==> src/rtl/daf_pkg.sv <==
// Shared sizes for the destination address filter.
package daf_pkg;
    localparam int ADDR_BITS  = 48;
    localparam int STA_BYTES  = ADDR_BITS / 8;
    localparam int HASH_BITS  = 64;
    localparam int HASH_BYTES = HASH_BITS / 8;
    localparam int IDX_W      = $clog2(HASH_BITS);
    localparam int CRC_W      = 32;
    localparam logic [CRC_W-1:0] CRC_POLY = 32'h04C11DB7;
    localparam int SEL_W      = 4;
    localparam int HASH_BASE  = 8;
endpackage

==> src/rtl/daf_regfile.sv <==
// Station address and hash table storage written by the host.
// Assumes the host does not rewrite entries while a frame is being filtered.
// Selects 0..STA_BYTES-1 hit station bytes; HASH_BASE.. hit hash bytes.
module daf_regfile #(
    parameter int STA_BYTES  = daf_pkg::STA_BYTES,
    parameter int HASH_BYTES = daf_pkg::HASH_BYTES,
    parameter int SEL_W      = daf_pkg::SEL_W,
    parameter int HASH_BASE  = daf_pkg::HASH_BASE
) (
    input  logic                    clk,
    input  logic                    rst_n,
    input  logic                    cfg_wr,
    input  logic [SEL_W-1:0]        cfg_sel,
    input  logic [7:0]              cfg_data,
    output logic [STA_BYTES*8-1:0]  station,
    output logic [HASH_BYTES*8-1:0] hash_tbl
);
    logic [7:0] sta_q  [STA_BYTES];
    logic [7:0] hash_q [HASH_BYTES];

    // Store one byte per write into whichever entry the select decodes to.
    always_ff @(posedge clk) begin
        if (!rst_n) begin
            for (int i = 0; i < STA_BYTES; i++)  sta_q[i]  <= '0;
            for (int j = 0; j < HASH_BYTES; j++) hash_q[j] <= '0;
        end else if (cfg_wr) begin
            for (int i = 0; i < STA_BYTES; i++)
                if (int'(cfg_sel) == i) sta_q[i] <= cfg_data;
            for (int j = 0; j < HASH_BYTES; j++)
                if (int'(cfg_sel) == HASH_BASE + j) hash_q[j] <= cfg_data;
        end
    end

    // Flatten the arrays so bit n of each vector is address / filter bit n.
    for (genvar g = 0; g < STA_BYTES; g++) begin : g_sta
        assign station[g*8 +: 8] = sta_q[g];
    end
    for (genvar h = 0; h < HASH_BYTES; h++) begin : g_hash
        assign hash_tbl[h*8 +: 8] = hash_q[h];
    end
endmodule

==> src/rtl/daf_addr_track.sv <==
// Counts serial address bits and keeps one match flag per station byte,
// plus the multicast flag (first bit) and an all-ones flag for broadcast.
// Assumes bit k of the station vector is the k-th address bit on the wire.
module daf_addr_track #(
    parameter int ADDR_BITS = daf_pkg::ADDR_BITS,
    localparam int NBYTES   = ADDR_BITS / 8,
    localparam int CW       = $clog2(ADDR_BITS + 1)
) (
    input  logic                 clk,
    input  logic                 rst_n,
    input  logic                 sof,
    input  logic                 bit_vld,
    input  logic                 bit_in,
    input  logic [ADDR_BITS-1:0] station,
    output logic                 take_bit,
    output logic                 last_bit,
    output logic [NBYTES-1:0]    byte_ok,
    output logic                 mcast,
    output logic                 all_ones,
    output logic                 done_q
);
    logic [CW-1:0] cnt;
    logic          ref_bit;

    // A bit is taken only outside start of frame and before the address is full.
    always_comb begin
        take_bit = bit_vld && !sof && (int'(cnt) < ADDR_BITS);
        last_bit = take_bit && (int'(cnt) == ADDR_BITS - 1);
        ref_bit  = station[cnt];
    end

    // Bit position counter, saturating once the full address is in.
    always_ff @(posedge clk) begin
        if (!rst_n || sof) cnt <= '0;
        else if (take_bit) cnt <= cnt + 1'b1;
    end

    // Multicast flag from bit 0, all-ones flag from every bit.
    always_ff @(posedge clk) begin
        if (!rst_n || sof) begin
            mcast    <= 1'b0;
            all_ones <= 1'b1;
        end else if (take_bit) begin
            if (cnt == '0) mcast <= bit_in;
            if (!bit_in)   all_ones <= 1'b0;
        end
    end

    // One match flag per byte, dropped on the first differing bit in that byte.
    for (genvar g = 0; g < NBYTES; g++) begin : g_byte
        always_ff @(posedge clk) begin
            if (!rst_n || sof) byte_ok[g] <= 1'b1;
            else if (take_bit && (cnt[CW-1:3] == (CW-3)'(g)) && (bit_in != ref_bit))
                byte_ok[g] <= 1'b0;
        end
    end

    // Marks the cycle after the final address bit was taken.
    always_ff @(posedge clk) begin
        if (!rst_n || sof) done_q <= 1'b0;
        else done_q <= last_bit;
    end


    cnt_bound_chk: assert property (@(posedge clk) disable iff (!rst_n)
        int'(cnt) <= ADDR_BITS);

    sof_clear_chk: assert property (@(posedge clk) disable iff (!rst_n)
        sof |=> (cnt == '0) && (&byte_ok) && all_ones && !done_q);
endmodule

==> src/rtl/daf_crc_hash.sv <==
// Serial CRC over the address bits; latches the hash index at the last bit.
// Assumes take_bit / last_bit come from the address tracker.
module daf_crc_hash #(
    parameter int              CRC_W = daf_pkg::CRC_W,
    parameter logic [CRC_W-1:0] POLY = daf_pkg::CRC_POLY,
    parameter int              IDX_W = daf_pkg::IDX_W
) (
    input  logic             clk,
    input  logic             rst_n,
    input  logic             sof,
    input  logic             take_bit,
    input  logic             bit_in,
    input  logic             last_bit,
    output logic [IDX_W-1:0] idx
);
    logic [CRC_W-1:0] crc_q;
    logic [CRC_W-1:0] crc_nxt;
    logic             fb;

    // Next CRC value for the bit currently offered.
    always_comb begin
        fb      = crc_q[CRC_W-1] ^ bit_in;
        crc_nxt = {crc_q[CRC_W-2:0], 1'b0} ^ (fb ? POLY : '0);
    end

    // CRC register, preset at start of frame, stepped per taken bit.
    always_ff @(posedge clk) begin
        if (!rst_n || sof) crc_q <= '1;
        else if (take_bit) crc_q <= crc_nxt;
    end

    // Capture the top CRC bits as the hash index when the last bit enters.
    always_ff @(posedge clk) begin
        if (!rst_n) idx <= '0;
        else if (last_bit) idx <= crc_nxt[CRC_W-1 -: IDX_W];
    end


    crc_preset_chk: assert property (@(posedge clk) disable iff (!rst_n)
        sof |=> (crc_q == '1));

    crc_hold_chk: assert property (@(posedge clk) disable iff (!rst_n)
        (!take_bit && !sof) |=> $stable(crc_q));
endmodule

==> src/rtl/dest_addr_filter.sv <==
// Destination address filter top: exact station match for unicast,
// CRC-indexed hash lookup for multicast, optional broadcast accept.
// Assumes address bits arrive LSB of station byte 0 first.
module dest_addr_filter #(
    parameter int ADDR_BITS  = daf_pkg::ADDR_BITS,
    parameter int HASH_BITS  = daf_pkg::HASH_BITS,
    parameter int SEL_W      = daf_pkg::SEL_W,
    localparam int NBYTES    = ADDR_BITS / 8,
    localparam int HBYTES    = HASH_BITS / 8,
    localparam int IDX_W     = $clog2(HASH_BITS)
) (
    input  logic             clk,
    input  logic             rst_n,
    input  logic             sof,
    input  logic             bit_vld,
    input  logic             bit_in,
    input  logic             bcast_en,
    input  logic             cfg_wr,
    input  logic [SEL_W-1:0] cfg_sel,
    input  logic [7:0]       cfg_data,
    output logic             decide_vld,
    output logic             accept
);
    logic [ADDR_BITS-1:0] station;
    logic [HASH_BITS-1:0] hash_tbl;
    logic                 take_bit, last_bit, mcast, all_ones, done_q;
    logic [NBYTES-1:0]    byte_ok;
    logic [IDX_W-1:0]     idx;
    logic                 verdict;

    daf_regfile #(.STA_BYTES(NBYTES), .HASH_BYTES(HBYTES), .SEL_W(SEL_W),
                  .HASH_BASE(daf_pkg::HASH_BASE)) u_regs (
        .clk(clk), .rst_n(rst_n), .cfg_wr(cfg_wr), .cfg_sel(cfg_sel),
        .cfg_data(cfg_data), .station(station), .hash_tbl(hash_tbl));

    daf_addr_track #(.ADDR_BITS(ADDR_BITS)) u_track (
        .clk(clk), .rst_n(rst_n), .sof(sof), .bit_vld(bit_vld), .bit_in(bit_in),
        .station(station), .take_bit(take_bit), .last_bit(last_bit),
        .byte_ok(byte_ok), .mcast(mcast), .all_ones(all_ones), .done_q(done_q));

    daf_crc_hash #(.CRC_W(daf_pkg::CRC_W), .POLY(daf_pkg::CRC_POLY),
                   .IDX_W(IDX_W)) u_crc (
        .clk(clk), .rst_n(rst_n), .sof(sof), .take_bit(take_bit),
        .bit_in(bit_in), .last_bit(last_bit), .idx(idx));

    // Combine the unicast, broadcast and hash results into one verdict.
    always_comb begin
        if (mcast) verdict = (bcast_en && all_ones) || hash_tbl[idx];
        else       verdict = &byte_ok;
    end

    // Register the decision pulse; a new frame start cancels a pending one.
    always_ff @(posedge clk) begin
        if (!rst_n) begin
            decide_vld <= 1'b0;
            accept     <= 1'b0;
        end else begin
            decide_vld <= done_q && !sof;
            accept     <= done_q && !sof && verdict;
        end
    end


    one_pulse_chk: assert property (@(posedge clk) disable iff (!rst_n)
        decide_vld |=> !decide_vld);

    accept_qual_chk: assert property (@(posedge clk) disable iff (!rst_n)
        accept |-> decide_vld);

    decide_after_bit_chk: assert property (@(posedge clk) disable iff (!rst_n)
        decide_vld |-> $past(bit_vld, 2));

    sof_cancel_chk: assert property (@(posedge clk) disable iff (!rst_n)
        sof |=> !decide_vld);
endmodule

==> config.mk <==
export PLATFORM = sky130hd
export DESIGN_NAME = dest_addr_filter
export DESIGN_NICKNAME = d
export VERILOG_FILES = /design/src/rtl/daf_pkg.sv /design/src/rtl/daf_regfile.sv /design/src/rtl/daf_addr_track.sv /design/src/rtl/daf_crc_hash.sv /design/src/rtl/dest_addr_filter.sv
export SDC_FILE = /design/constraint.sdc
export NUM_CORES = 1
export LEC_CHECK = 0
export BUFFER_PORTS_ARGS = -buffer_cell sky130_fd_sc_hd__buf_2
export CORE_MARGIN = 1.5
export CORE_UTILIZATION = 40
export DETAILED_ROUTE_END_ITERATION = 12
export GPL_ROUTABILITY_DRIVEN = 1
export PLACE_DENSITY_LB_ADDON = 0.12
export SYNTH_ARGS = -nofsm -noshare
export SYNTH_HDL_FRONTEND = slang
export SYNTH_SLANG_ARGS = --single-unit
==> constraint.sdc <==
create_clock -name clk -period 1.8 [get_ports clk]
set_input_delay 0.09 -clock clk [delete_from_list [all_inputs] [get_ports clk]]
set_output_delay 0.09 -clock clk [all_outputs]
set_load 0.01 [all_outputs]
==> results.sh <==
export IMPL_cts_buffers=17
export IMPL_place_gp_congestion=0.793
export IMPL_synth_cell_area_um2=7230
export IMPL_synth_edf_count=112
export IMPL_routed_wirelength_mm=15.9
export IMPL_core_area_um2=17500
export IMPL_htree_levels=4
export IMPL_layout_drive_gt1_share_pct=22.0
export IMPL_worst_pin_slew_ns=0.819
export IMPL_synth_simple_area_share_pct=16.7
export IMPL_synth_compound_area_share_pct=4.24
export IMPL_power_density_nw_per_um2=1010
export IMPL_p_total_w=0.00874
export IMPL_violations="negative setup slack"
export IMPL_critPathLaunch="u_crc.idx[0]$_SDFFE_PN0P_"
export IMPL_finalCriticalPeriod_ns=1.86
export IMPL_critical_path_slowest_cell="mux4_2"
export IMPL_r2r_start="u_crc.idx[0]$_SDFFE_PN0P_"
export IMPL_grt_start_max_net_pins=36
export IMPL_r2r_slack_ns=-0.06
export IMPL_clock_skew_ns=0.0103
export IMPL_vias_per_cell=5.12
export IMPL_max_stage_delay_ns=0.49
export IMPL_die_w_um=137
export IMPL_vdd_drop_max_v=0.000646
export IMPL_cp_start_kind="flip-flop"
export IMPL_io_buffer_count=20
export IMPL_place_ws_ns=-0.192
export IMPL_finalNonFillerCells=908
export IMPL_clkLatencyLatePin_ns=0.43
export IMPL_synth_fp_nets=635
export IMPL_crit_buf_inv=1
export IMPL_cts_tree="built"
export IMPL_grt_pass1_wl_mm=25.2
export IMPL_setup_viol=1
export IMPL_max_cap_violations=0
export IMPL_synthMuxAreaShare_pct=10.9
export IMPL_max_freq_mhz=537
export IMPL_critical_path_top_delay_family="multiplexers"
export IMPL_grt_pass1_vias=4704
export IMPL_timing_final_crit_share_pct=103
export IMPL_ios=21
export IMPL_async_reset_ff_share_pct=0
export IMPL_antenna_cells=0
export IMPL_wl_per_cell_um=17.5
export IMPL_rows=48
export IMPL_placed_cell_area_um2=7890
export IMPL_drt_iter0_drc=370
export IMPL_dr_total_vias=4648
export IMPL_worst_ep_required_time_ns=2.10
export IMPL_hold_viol=0
export IMPL_dp_cells=874
export IMPL_crit_top_cell="mux4_2"
export IMPL_ys_seq_area_share_pct=61.7
export IMPL_overflow=0
export IMPL_ys_top_cells_by_area="edfxtp_1 47%, dfxtp_1 15%, nor2_1 6.0%"
export IMPL_synthFlopType="edfxtp_1"
export IMPL_synth_xor_area_share_pct=2.42
export IMPL_cellLeakagePower_nw=3.18
export IMPL_final_max_slew_viol_count=0
export IMPL_synth_top_area_share_pct=46.5
export IMPL_synth_avg_cell_area_um2=11.8
export IMPL_crit_path_end_kind="flip-flop"
export IMPL_final_area_um2=8660
export IMPL_crit_fanout=7
export IMPL_cts_clk_slew_worst_paths_ns=0.06
export IMPL_cp_cell_sequence="buf_12 -> mux4_2 -> mux4_2 -> o21ai_2 -> a311oi_1"
export IMPL_ys_ff_latch=167
export IMPL_fin_ws_ns=-0.0605
export IMPL_grt_util_all_layers_pct=18.3
export IMPL_synth_adder_area_share_pct=0.346
export IMPL_nNetsFinal=692
export IMPL_final_cell_mix="115 x nor2_1, 112 x edfxtp_1, 94 x nand2_1, 53 x buf_4, 50 x dfxtp_1"
export IMPL_hold_path_class="primary input to flip-flop"
export IMPL_initial_core_util_pct=41.4
export IMPL_dpl_hpwl_mm=10.3
export IMPL_drtAntennaViolNets=0
export IMPL_synth_top_family_by_area="simple AND/OR/NAND/NOR gates"
export IMPL_clkSinkCount=167
export IMPL_hold_start="bit_in"
export IMPL_worstPathArrival_ns=2.16
export IMPL_layout_commonest_cell="nor2_1"
export IMPL_slew_headroom_pct=45.4
export IMPL_nFillCells=1557
export IMPL_dieHeight_um=137
export IMPL_grt_antenna_before_repair=0
export IMPL_clockRootBuffer="clkbuf_16"
export IMPL_critical_path_class="flip-flop to flip-flop"
export IMPL_drcViolationCount=0
export IMPL_rsz0062_at_grt="true"
export IMPL_ys_warn_count=0
export IMPL_yosys_area_top_type="edfxtp_1"
export IMPL_dieArea_um2=18900
export IMPL_netlist_instances=614
export IMPL_cts_path_max_buffers=2
export IMPL_synth_cell_types=46
export IMPL_area_growth_pct=19.8
export IMPL_dr_pass1_iters=5
export IMPL_status="finished with violations"
-- final cells by class --
type | count | area, um2 | share of cell area (%)
Multi-Input combinational cell | 390 | 2570 | 29.7
Tap cell | 225 | 282 | 3.25
Timing Repair Buffer | 81 | 652 | 7.53
Clock buffer | 17 | 425 | 4.91
Inverter | 14 | 52.6 | 0.607
Sequential cell | 167 | 4480 | 51.7
Clock inverter | 14 | 199 | 2.30
-- repair_timing --
item,in CTS,in global routing
hold endpoints to repair,1,0
setup buffers,0,0
gates cloned,1,1
resized for setup,16,17
setup endpoints to repair,5,7
hold buffers,1,0
pin swaps,5,6
-- where the power goes --
| group | switching [W] | internal, W |
|---|---|---|
| combinational | 0.000330 | 0.000219 |
| clock | 0.00151 | 0.00233 |
| sequential | 0.0000698 | 0.00428 |
-- flip-flops by register name, indices dropped and copies added (netlist names) --
name,cells
u_regs.hash_q,64
u_track.all_ones,1
accept,1
u_track.mcast,1
decide_vld,1
u_track.byte_ok,6
u_track.done_q,1
u_crc.idx,6
u_track.cnt,6
u_crc.crc_q,32
u_regs.sta_q,48
-- worst register-to-register path: stages, from the launching register on --
cell and delay (ns):
dfxtp_4 0.40, buf_12 0.13, mux4_2 0.50, mux4_2 0.49, o21ai_2 0.12, a311oi_1 0.11
-- metrics by stage --
stage               util, %  hold slack, ns  setup TNS [ns]
floorplan                 -           0.223         -0.0191
global placement       45.1           0.412          -0.259
detailed placement     45.1           0.413          -0.540
CTS                    49.1          0.0654         -0.0746
global route           49.6          0.0925          -0.223
finish                 49.6          0.0918         -0.0605
-- layer usage --
metal / GRT usage [%] / part of all wire (%) / vias to the layer above
met2: 29.9 / 47 / 80
met3: 3.75 / 4.0 / 15
met4: 6.32 / 1.3 / 0
met5: 0 / 0 / -
li1: - / - / 2290
met1: 24.2 / 48 / 2263
-- path summary, 6_finish.rpt --
path,end,cells after the start
min reg2reg,u_track.all_ones$_SDFFE_PP1P_,2
max,accept$_SDFF_PN0_,5
max reg2reg,accept$_SDFF_PN0_,5
min,u_track.all_ones$_SDFFE_PP1P_,3
-- cell families (layout without fill, tap and decap cells) --
group,Yosys count,count (layout)
AOI/OAI and AO/OA,41,41
xor gates and xnor gates,20,20
adders and majority gates,2,2
buffers and inverters,57,126
DFF,167,167
muxes,48,48
and+or+nand+nor,279,279
-- synthesized netlist by cell type, types with 2 or more instances --
library cell  count
clkbuf_1         24
a311oi_1          2
nand4b_1          4
nor3b_1           3
nand4_1           5
a22oi_1           8
mux4_1           11
nor2b_1          11
ha_1              2
dfxtp_1          55
buf_4             2
a211oi_1          4
a41oi_1           3
o211ai_1         14
inv_1            14
edfxtp_1        112
nand2b_1          3
nand2_1          94
nand3_1          29
o22a_1            2
xnor2_1          16
buf_1             5
o21ai_0           2
buf_2             9
xor2_1            4
buf_6             2
mux2i_1          26
nor2_1          116
and2_1            6
mux4_2           10
(Power assumes the default switching activity.)
